`config.mk`:
```
export PLATFORM = sky130hd
export DESIGN_NAME = huff_len_search
export DESIGN_NICKNAME = d
export VERILOG_FILES = /design/src/rtl/huff_len_pkg.sv /design/src/rtl/len_table.sv /design/src/rtl/len_selector.sv /design/src/rtl/len_match.sv /design/src/rtl/huff_len_search.sv
export SDC_FILE = /design/constraint.sdc
export NUM_CORES = 1
export LEC_CHECK = 0
export BUFFER_PORTS_ARGS = -buffer_cell sky130_fd_sc_hd__buf_4
export CAP_MARGIN = 25
export CORE_MARGIN = 3
export CORE_UTILIZATION = 60
export DETAILED_ROUTE_END_ITERATION = 8
export GPL_TIMING_DRIVEN = 1
export PLACE_DENSITY = 0.89
export SYNTH_ARGS = -nofsm -noshare
export SYNTH_HDL_FRONTEND = slang
export SYNTH_SLANG_ARGS = --single-unit
```
`constraint.sdc`:
```
create_clock -name clk -period 3.9 [get_ports clk]
set_input_delay 0.39 -clock clk [delete_from_list [all_inputs] [get_ports clk]]
set_output_delay 0.39 -clock clk [all_outputs]
set_load 0.01 [all_outputs]
```
`src/rtl/huff_len_pkg.sv`:
```
`timescale 1ns/1ps
package huff_len_pkg;
  typedef enum logic {BANK_AC = 1'b0, BANK_DC = 1'b1} bank_e;
endpackage

```
`src/rtl/len_table.sv`:
```
`timescale 1ns/1ps
// Two banks of per-length limits, written by one-hot entry, read by one-hot mux.
module len_table #(
  parameter int N_LEN  = 8,
  parameter int MAXC_W = 9,
  parameter int BASE_W = 6
) (
  input  logic              clk,
  input  logic              wr_en,
  input  logic              wr_bank,
  input  logic [N_LEN-1:0]  wr_sel,
  input  logic [MAXC_W-1:0] wr_maxc,
  input  logic [BASE_W-1:0] wr_base,
  input  logic              rd_bank,
  input  logic [N_LEN-1:0]  rd_sel,
  output logic [MAXC_W-1:0] rd_maxc,
  output logic [BASE_W-1:0] rd_base
);
  localparam int N_BANK = 2;

  logic [MAXC_W-1:0] bank_maxc [N_BANK];
  logic [BASE_W-1:0] bank_base [N_BANK];

  for (genvar b = 0; b < N_BANK; b++) begin : g_bank
    logic [MAXC_W-1:0] maxc_q [N_LEN];
    logic [BASE_W-1:0] base_q [N_LEN];

    // No reset: contents survive rst
    always_ff @(posedge clk) begin
      for (int e = 0; e < N_LEN; e++) begin
        if (wr_en && (wr_bank == 1'(b)) && wr_sel[e]) begin
          maxc_q[e] <= wr_maxc;
          base_q[e] <= wr_base;
        end
      end
    end

    // One-hot AND-OR read; nothing selected reads as zero
    always_comb begin
      bank_maxc[b] = '0;
      bank_base[b] = '0;
      for (int e = 0; e < N_LEN; e++) begin
        if (rd_sel[e]) begin
          bank_maxc[b] = bank_maxc[b] | maxc_q[e];
          bank_base[b] = bank_base[b] | base_q[e];
        end
      end
    end
  end

  assign rd_maxc = bank_maxc[rd_bank];
  assign rd_base = bank_base[rd_bank];
endmodule

```
`src/rtl/len_selector.sv`:
```
`timescale 1ns/1ps
// One-hot length selector: seeded by start, shifts once per active cycle.
module len_selector #(
  parameter int N_LEN = 8
) (
  input  logic             clk,
  input  logic             rst,
  input  logic             start,
  input  logic             stall,
  input  logic             stop,
  output logic [N_LEN-1:0] sel,
  output logic             ran_off
);
  localparam logic [N_LEN-1:0] SEED = N_LEN'(1);

  // Last length is active and it neither fits nor is paused or restarted
  assign ran_off = sel[N_LEN-1] & ~start & ~stall & ~stop;

  always_ff @(posedge clk) begin
    if (rst)        sel <= '0;
    else if (start) sel <= SEED;
    else if (stall) sel <= sel;
    else if (stop)  sel <= '0;
    else            sel <= sel << 1;
  end
endmodule

```
`src/rtl/len_match.sv`:
```
`timescale 1ns/1ps
// Gathers code bits, tests them against the selected max-code, registers results.
module len_match #(
  parameter int N_LEN   = 8,
  parameter int MIN_LEN = 2,
  parameter int MAXC_W  = 9,
  parameter int BASE_W  = 6,
  parameter int LEN_W   = 4,
  parameter int ADDR_W  = 10
) (
  input  logic               clk,
  input  logic               rst,
  input  logic               start,
  input  logic [MIN_LEN-1:0] lead_bits,
  input  logic               code_bit,
  input  logic               stall,
  input  logic [N_LEN-1:0]   sel,
  input  logic [MAXC_W-1:0]  rd_maxc,
  input  logic [BASE_W-1:0]  rd_base,
  input  logic               ran_off,
  output logic               hit,
  output logic               done,
  output logic [LEN_W-1:0]   code_len,
  output logic [ADDR_W-1:0]  sym_addr,
  output logic               err
);
  localparam logic [MAXC_W-1:0] NO_CODES = '1;

  logic [MAXC_W-1:0] acc_q;
  logic              active;

  function automatic logic code_fits(input logic [MAXC_W-1:0] acc,
                                     input logic [MAXC_W-1:0] maxc);
    return (maxc != NO_CODES) && (acc <= maxc);
  endfunction

  function automatic logic [ADDR_W-1:0] form_addr(input logic [BASE_W-1:0] base,
                                                  input logic [MAXC_W-1:0] acc);
    return ADDR_W'(base) + ADDR_W'(acc);
  endfunction

  function automatic logic [LEN_W-1:0] sel_to_len(input logic [N_LEN-1:0] s);
    logic [LEN_W-1:0] len;
    len = '0;
    for (int i = 0; i < N_LEN; i++) begin
      if (s[i]) len = LEN_W'(MIN_LEN + i);
    end
    return len;
  endfunction

  assign active = (|sel) & ~stall & ~start;
  assign hit    = active & code_fits(acc_q, rd_maxc);

  always_ff @(posedge clk) begin
    if (rst)                 acc_q <= '0;
    else if (start)          acc_q <= MAXC_W'(lead_bits);
    else if (active && !hit) acc_q <= {acc_q[MAXC_W-2:0], code_bit};
  end

  always_ff @(posedge clk) begin
    if (rst) begin
      done     <= 1'b0;
      code_len <= '0;
      sym_addr <= '0;
    end else begin
      done <= hit;
      if (hit) begin
        code_len <= sel_to_len(sel);
        sym_addr <= form_addr(rd_base, acc_q);
      end
    end
  end

  always_ff @(posedge clk) begin
    if (rst || start) err <= 1'b0;
    else if (ran_off) err <= 1'b1;
  end
endmodule

```
`src/rtl/huff_len_search.sv`:
```
`timescale 1ns/1ps
module huff_len_search #(
  parameter int N_LEN   = 8,
  parameter int MIN_LEN = 2,
  parameter int MAXC_W  = 9,
  parameter int BASE_W  = 6,
  parameter int LEN_W   = $clog2(MIN_LEN + N_LEN),
  parameter int ADDR_W  = MAXC_W + 1
) (
  input  logic               clk,
  input  logic               rst,
  input  logic               wr_en,
  input  logic               wr_bank,
  input  logic [N_LEN-1:0]   wr_sel,
  input  logic [MAXC_W-1:0]  wr_maxc,
  input  logic [BASE_W-1:0]  wr_base,
  input  logic               start,
  input  logic               start_bank,
  input  logic [MIN_LEN-1:0] lead_bits,
  input  logic               code_bit,
  output logic [N_LEN-1:0]   len_sel,
  output logic               done,
  output logic [LEN_W-1:0]   code_len,
  output logic [ADDR_W-1:0]  sym_addr,
  output logic               err
);
  import huff_len_pkg::*;

  bank_e             bank_q;
  logic [MAXC_W-1:0] rd_maxc;
  logic [BASE_W-1:0] rd_base;
  logic              hit_w;
  logic              ran_off_w;

  // Bank is fixed for the whole code at its start pulse
  always_ff @(posedge clk) begin
    if (start) bank_q <= bank_e'(start_bank);
  end

  len_table #(.N_LEN(N_LEN), .MAXC_W(MAXC_W), .BASE_W(BASE_W)) u_table (
    .clk     (clk),
    .wr_en   (wr_en),
    .wr_bank (wr_bank),
    .wr_sel  (wr_sel),
    .wr_maxc (wr_maxc),
    .wr_base (wr_base),
    .rd_bank (bank_q == BANK_DC),
    .rd_sel  (len_sel),
    .rd_maxc (rd_maxc),
    .rd_base (rd_base)
  );

  len_selector #(.N_LEN(N_LEN)) u_sel (
    .clk     (clk),
    .rst     (rst),
    .start   (start),
    .stall   (wr_en),
    .stop    (hit_w),
    .sel     (len_sel),
    .ran_off (ran_off_w)
  );

  len_match #(
    .N_LEN(N_LEN), .MIN_LEN(MIN_LEN), .MAXC_W(MAXC_W),
    .BASE_W(BASE_W), .LEN_W(LEN_W), .ADDR_W(ADDR_W)
  ) u_match (
    .clk       (clk),
    .rst       (rst),
    .start     (start),
    .lead_bits (lead_bits),
    .code_bit  (code_bit),
    .stall     (wr_en),
    .sel       (len_sel),
    .rd_maxc   (rd_maxc),
    .rd_base   (rd_base),
    .ran_off   (ran_off_w),
    .hit       (hit_w),
    .done      (done),
    .code_len  (code_len),
    .sym_addr  (sym_addr),
    .err       (err)
  );
endmodule

```
==> results.yml, run 1 <==
status:
  status: "complete, no violations"
grt:
  grt_overflow: 0
  antenna_found_initial: 0
  grt_usage_pct: 28.35
  grt_pass1_vias: 7143
  grt_start_max_net_pins: 35
  grt_pass1_wl_um: 42030
clocking:
  cts_tree: "built"
  clock-root-buffer: "clkbuf_16"
  clock-sinks: 274
  insertion_delay_ns: 0.54
  cts_inserted_buffers: 28
  ctsHoldBuffers: 0
  cts-htree-levels: 1
  clk_pin_slew_ns: 0.06
  post-cts-setup-buffers: 0
  cts_buffer_depth: 3
critical_path:
  cp.required_ns: 4.33
  endpoint_kind: "flop"
  path_class: "reg2reg"
  critPathArrivalTime_ns: 4.09
  r2r-start: "bank_q$_DFFE_PP_"
  critPathMaxFanout: 16
  r2r_setup_slack_ns: 0.24
  r2r_cells: 13
  critPathLaunchType: "flop"
  r2r-end: "u_sel.sel[7]$_SDFFE_PP0N_"
floorplan:
  die_x_um: 139.8
  io-pin-count: 56
  dieArea_mm2: 0.01955
  die_height_um: 139.8
  rows: 48
  core_mm2: 0.01742
  initial_core_util_pct: 61.69
synthesis:
  syn-num-nets: 729
  ys_types: 53
  yosys_most_used_dff: "edfxtp_1"
  yosysWarningCount: 0
  syn_area_mm2: 0.01074
  synth_seq_area_share_pct: 73.51
  synthDominantAreaCellType: "edfxtp_1"
  synth_top_area_share_pct: 67.36
  synthTopCellsByArea: "edfxtp_1 67%, dfxtp_1 6.1%, a22oi_1 3.4%"
  synth_edf_count: 241
  synth_seq_cells: 274
  avgSynthCellArea_um2: 15.78
  synth_cells: 681
  synth-async-reset-ratio_pct: 0
timing:
  finalMaxSlewViolations: 0
  fin_tns_setup_ns: 0
  relSlewSlack_pct: 24.64
  setup-violations-final: 0
  max_freq_mhz: 272.9
  period_share_pct: 93.94
  tightest_slew_ns: 1.130
  skew_ns: 0.01189
  hold_viol: 0
  rsz0062_at_grt: "no"
  period_needed_ns: 3.664
routing:
  wirelength_um: 29130
  wire_per_inst_um: 29.34
  drt_pass1_iterations: 9
  vias: 7189
  drt_iter0_markers: 1717
  drc: 0
  ant_nets: 0
  avgViaCountPerCell: 7.240
final_layout:
  drive_gt1_share_pct: 19.14
  finish.utilization_pct: 71.67
  area_growth_pct: 16.19
  nets: 794
  fillers: 965
  antenna_cells: 0
flow_run:
  cap_violations: 0
hold_path:
  min_path_type: "in2reg"
  hold_depth: 1
  worstHoldStart: "start_bank"
  holdPathEnd: "bank_q$_DFFE_PP_"
power_and_ir_drop:
  power_density_mw_per_mm2: 519.0
  leakagePower_nw: 4.293
  ir_drop_uv: 403.7
placed_design:
  port_buffers: 55
  dp_hpwl_um: 16430
  gp_congestion: 0.9477
[routing by layer]
layer  vias to the layer above  part of all wire (%)  track usage [%]
met5                         -                     0                0
met3                       143                    12            5.979
li1                       2927                     -                -
met1                      3440                    34            36.62
met2                       679                    48            46.29
met4                         0                   5.5            13.62
[cells by family after synthesis]
kind of cell,count (synthesis),synth area share (%)
AO/OA/AOI/OAI,197,14.50
XOR/XNOR,7,0.5706
adder cells (fa/ha/maj),16,1.933
buffers and inverters,57,2.853
flip-flops,274,73.51
multiplexers,2,0.1980
AND/OR/NAND/NOR,128,6.440
[layout make-up]
cell class                 instances  area (um2)  share of cell area [%]
sequential                       274        7900                   63.29
multi-input combinational        350        2540                   20.35
timing repair buffer              82       773.2                   6.194
clock buffer                      35       726.9                   5.823
tap                              225       281.5                   2.255
clock inverter                    17       224.0                   1.794
inverter                          10       37.54                  0.3007
[cell usage in the layout, fill, tap and decap left out, drive strengths merged, types with 8 or more instances in the layout]
cell	count
and2	8
nand2	29
dfxtp	33
a21o	14
clkbuf	35
nand3	43
nand4	10
edfxtp	241
o21ai	18
nor2	11
and3	9
a21oi	22
clkinv	8
buf	82
a222oi	30
ha	15
a211oi	12
o22ai	9
inv	10
a22oi	48
[timing repair]
action	4_1_cts	5_1_grt
hold endpoints to repair	0	0
resized for setup	0	2
endpoints found under the setup margin	0	2
[critical path: stages (launching register included)]
cell and delay (ns):
edfxtp_1 0.69, buf_4 0.35, a21o_1 0.17, o22ai_1 0.27, inv_1 0.11, ha_1 0.21
nor2b_1 0.13, o21ai_0 0.09, a21o_1 0.19, a31oi_1 0.32, o21a_1 0.40, nor3_4 0.07
buf_4 0.22, o41ai_1 0.30
[how the worst max path moves through the flow]
| stage | from | end | depth (start not counted) |
|---|---|---|---|
| 2_1_floorplan | u_sel.sel[3]$_SDFFE_PP0N_ | u_match.sym_addr[8]$_SDFFE_PP0P_ | 16 |
| 6_report | bank_q$_DFFE_PP_ | u_sel.sel[7]$_SDFFE_PP0N_ | 13 |
| 3_3_place_gp | u_sel.sel[6]$_SDFFE_PP0N_ | u_match.sym_addr[8]$_SDFFE_PP0P_ | 14 |
| 4_1_cts | u_sel.sel[6]$_SDFFE_PP0N_ | u_match.sym_addr[8]$_SDFFE_PP0P_ | 14 |
| 3_5_place_dp | u_sel.sel[6]$_SDFFE_PP0N_ | u_match.sym_addr[8]$_SDFFE_PP0P_ | 14 |
| 5_1_grt | u_sel.sel[7]$_SDFFE_PP0N_ | u_match.sym_addr[8]$_SDFFE_PP0P_ | 14 |
[power breakdown]
| group | total, mW | internal (mW) | switching (mW) |
|---|---|---|---|
| Sequential | 3.39 | 3.34 | 0.0585 |
| Combinational | 0.317 | 0.104 | 0.214 |
| Clock | 2.77 | 1.65 | 1.11 |
| Total | 6.48 | 5.09 | 1.39 |
[sequential cells by signal, summed over array words and instances (netlist names), 4 cells and up]
register	count
u_match.acc_q	9
u_match.code_len	4
u_match.sym_addr	10
u_sel.sel	8
u_table.g_bank.base_q	96
u_table.g_bank.maxc_q	144
[Yosys cell counts, drive strengths merged (9+ instances only)]
| cell type | instances |
|---|---|
| o22ai | 9 |
| a211oi | 12 |
| clkbuf | 16 |
| nor2 | 11 |
| a21oi | 22 |
| and3 | 9 |
| o21ai | 18 |
| a21o | 14 |
| dfxtp | 33 |
| nand3 | 43 |
| inv | 10 |
| a222oi | 30 |
| buf | 31 |
| nand4 | 10 |
| edfxtp | 241 |
| ha | 15 |
| nand2 | 29 |
| a22oi | 48 |
[stage by stage]
| stage | area [um2] | total power, mW | hold slack (ns) | std cells | setup slack, ns |
|---|---|---|---|---|---|
| finish | 12480 | 6.479 | 0.02652 | 993 | 0.2363 |
| global route | 12480 | 6.618 | 0.01358 | 993 | 0.07063 |
| CTS | 12340 | 6.440 | 0.01706 | 987 | 0.2305 |
| detailed placement | 11390 | 3.738 | 0.4602 | 935 | 0.3183 |
| global placement | 11390 | 3.708 | 0.4507 | 935 | 0.4701 |
| floorplan | 10740 | 3.578 | 0.4786 | 681 | 0.6057 |
Note: power is estimated with default switching activity, not from simulation.
==> run 2, diff against run 1 <==
CELL_PAD_IN_SITES_DETAIL_PLACEMENT = 1   (was unset)
CELL_PAD_IN_SITES_GLOBAL_PLACEMENT = 1   (was unset)
CORE_UTILIZATION = 52   (was 60)
PLACE_DENSITY = 0.9   (was 0.89)
==> run 2 against run 1 <==
- die area up 15%
- cell count increased by 4.1%
- routed wire length rose by 13%
- total power up 1.4%
- critical path depth stayed put
- flip-flop and latch count did not move
- cell area increased by 0.75%
- register-to-register slack barely moved
- critical path type unchanged
- critical endpoint is now u_match.sym_addr[8]$_SDFFE_PP0P_
- highest routed layer unchanged
==> results.yml, run 2 (synthesis gave the netlist of run 1 again) <==
critical_path:
  cp-startpoint: "u_sel.sel[1]$_SDFFE_PP0N_"
  r2r-start: "u_sel.sel[1]$_SDFFE_PP0N_"
  path_class: "reg2reg"
  critPathLaunchType: "flop"
  cp.required_ns: 4.35
  crit_path_max_incr_delay_ns: 0.52
  cp_slowest_cell: "dfxtp_2"
  critPathArrivalTime_ns: 4.13
  path_delay_family: "compound AO/OA/AOI/OAI gates"
  crit_buf_inv: 1
  worstPathCellList: "buf_4 -> a222oi_1 -> nand3_1 -> a211oi_1 -> a41oi_1 -> ha_1 -> a21o_1 -> a21oi_1 -> o21bai_1 -> a21oi_1 -> nor2_1 -> xnor2_1 -> a211oi_2"
  crit_top_cell: "a21oi_1"
  critPathMaxFanout: 24
  endpoint_kind: "flop"
timing:
  whs_ns: 0.04429
  setup-violations-final: 0
  relSlewSlack_pct: 26.22
  rsz0062_at_grt: "no"
  period_share_pct: 94.22
  finalMaxSlewViolations: 0
  hold_viol: 0
  max_freq_mhz: 272.1
  skew_ns: 0.03183
  tightest_slew_ns: 1.107
  period_needed_ns: 3.675
  fin_tns_setup_ns: 0
grt:
  grt_pass1_vias: 7485
  grt_pass1_wl_um: 47180
  antenna_found_initial: 0
  grt_overflow: 0
  grt_usage_pct: 28.46
  grt_start_max_net_pins: 37
final_layout:
  area_growth_pct: 17.06
  antenna_cells: 0
  top_register: "u_table.g_bank.maxc_q"
  nets: 798
  final_cell_mix: "241 x edfxtp_1, 76 x buf_4, 48 x a22oi_1"
  finish.utilization_pct: 63.17
  final-instance-count-excl-fill: 1034
  final_common_cell: "edfxtp_1"
  top_regs: "u_table.g_bank.maxc_q (144), u_table.g_bank.base_q (96), u_match.sym_addr (10)"
  drive_gt1_share_pct: 20.03
  largest_register_ff_count: 144
clocking:
  cts_inserted_buffers: 28
  cts_buffer_depth: 3
  cts_tree: "built"
  clock-root-buffer: "clkbuf_16"
  clock-sinks: 274
  cts-htree-levels: 1
  ctsHoldBuffers: 0
  insertion_delay_ns: 0.55
  clk_pin_slew_ns: 0.06
placed_design:
  port_buffers: 55
  place_inst: 978
  gp_congestion: 0.9003
  dp_hpwl_um: 18390
floorplan:
  rows: 51
  core_mm2: 0.01991
  die_height_um: 149.7
  io-pin-count: 56
  initial_core_util_pct: 53.97
  dieArea_mm2: 0.02242
  die_x_um: 149.7
hold_path:
  worstHoldStart: "start_bank"
  min_path_type: "in2reg"
routing:
  drt_pass1_iterations: 7
  drt-met1-wl_um: 12030
  vias: 7096
  drt_iter0_markers: 1031
  avgViaCountPerCell: 6.863
  route.met3.wl_um: 2757
  ant_nets: 0
  drc: 0
  wirelength_um: 32820
  dr.max_layer_used: "met4"
  wire_per_inst_um: 31.74
  wl_met2_um: 16670
power_and_ir_drop:
  leakagePower_nw: 4.330
  power_density_mw_per_mm2: 522.6
  p_total_mw: 6.572
  ir_drop_uv: 560.0
flow_run:
  cap_violations: 0
status:
  status: "complete, no violations"
run 2: cell count changes in the layout (fill, tap and decap cells not counted), moves of 2 or more:
cell       before  now
clkinv_4        0    3
buf_4          71   76
clkbuf_1        7    2
clkbuf_16      28   30
run 2: metal layers:
layer,GRT usage [%],vias up
li1,-,2930
met1,35.50,3577
met2,48.48,490
met3,5.572,99
met4,12.81,0
met5,0,-
run 2: through the flow:
stage | worst slack [ns] | area, um2
after floorplan | 0.6057 | 10740
after global placement | 0.4125 | 11440
after detailed placement | 0.2013 | 11470
after CTS | 0.1763 | 12440
after global routing | 0.06786 | 12580
final | 0.2252 | 12580
run 2: timing repair:
item                       in CTS  in global routing
gates resized for setup         1                  2
pin swaps                       0                  1
setup endpoints to repair       1                 12
buffers inserted                0                  1
run 2: final cells by class:
| type | instances | area (um2) |
|---|---|---|
| multi-input cells | 350 | 2541 |
| clock inverters | 18 | 232.7 |
| inverters | 10 | 37.54 |
| fillers | 1804 | 7332 |
| repair buffers | 86 | 800.8 |
| well taps | 265 | 331.6 |
| flip-flops and latches | 274 | 7900 |
| clock buffers | 31 | 733.2 |
run 2: power breakdown:
| group | internal (mW) | total [mW] | switching (mW) | leakage, nW |
|---|---|---|---|---|
| logic | 0.112 | 0.334 | 0.222 | 1.39 |
| clock network | 1.69 | 2.84 | 1.15 | 0.462 |
| registers | 3.34 | 3.40 | 0.0651 | 2.48 |
| total | 5.13 | 6.57 | 1.44 | 4.33 |
run 2: path summary, 6_finish.rpt:
check	slack, ns	cells after the start	endpoint
max	0.23	13	u_match.sym_addr[8]$_SDFFE_PP0P_
max reg2reg	0.23	13	u_match.sym_addr[8]$_SDFFE_PP0P_
min reg2reg	0.48	2	u_match.sym_addr[9]$_SDFFE_PP0P_
min	0.04	1	bank_q$_DFFE_PP_
run 2: worst register-to-register path, delay by kind of cell (launching register included):
| family | cells | cell delay, ns |
|---|---|---|
| XOR/XNOR | 1 | 0.15 |
| AO/OA/AOI/OAI | 8 | 1.97 |
| buffers and inverters | 1 | 0.29 |
| adder cells (fa/ha/maj) | 1 | 0.41 |
| AND/OR/NAND/NOR | 2 | 0.25 |
| flip-flops | 1 | 0.52 |
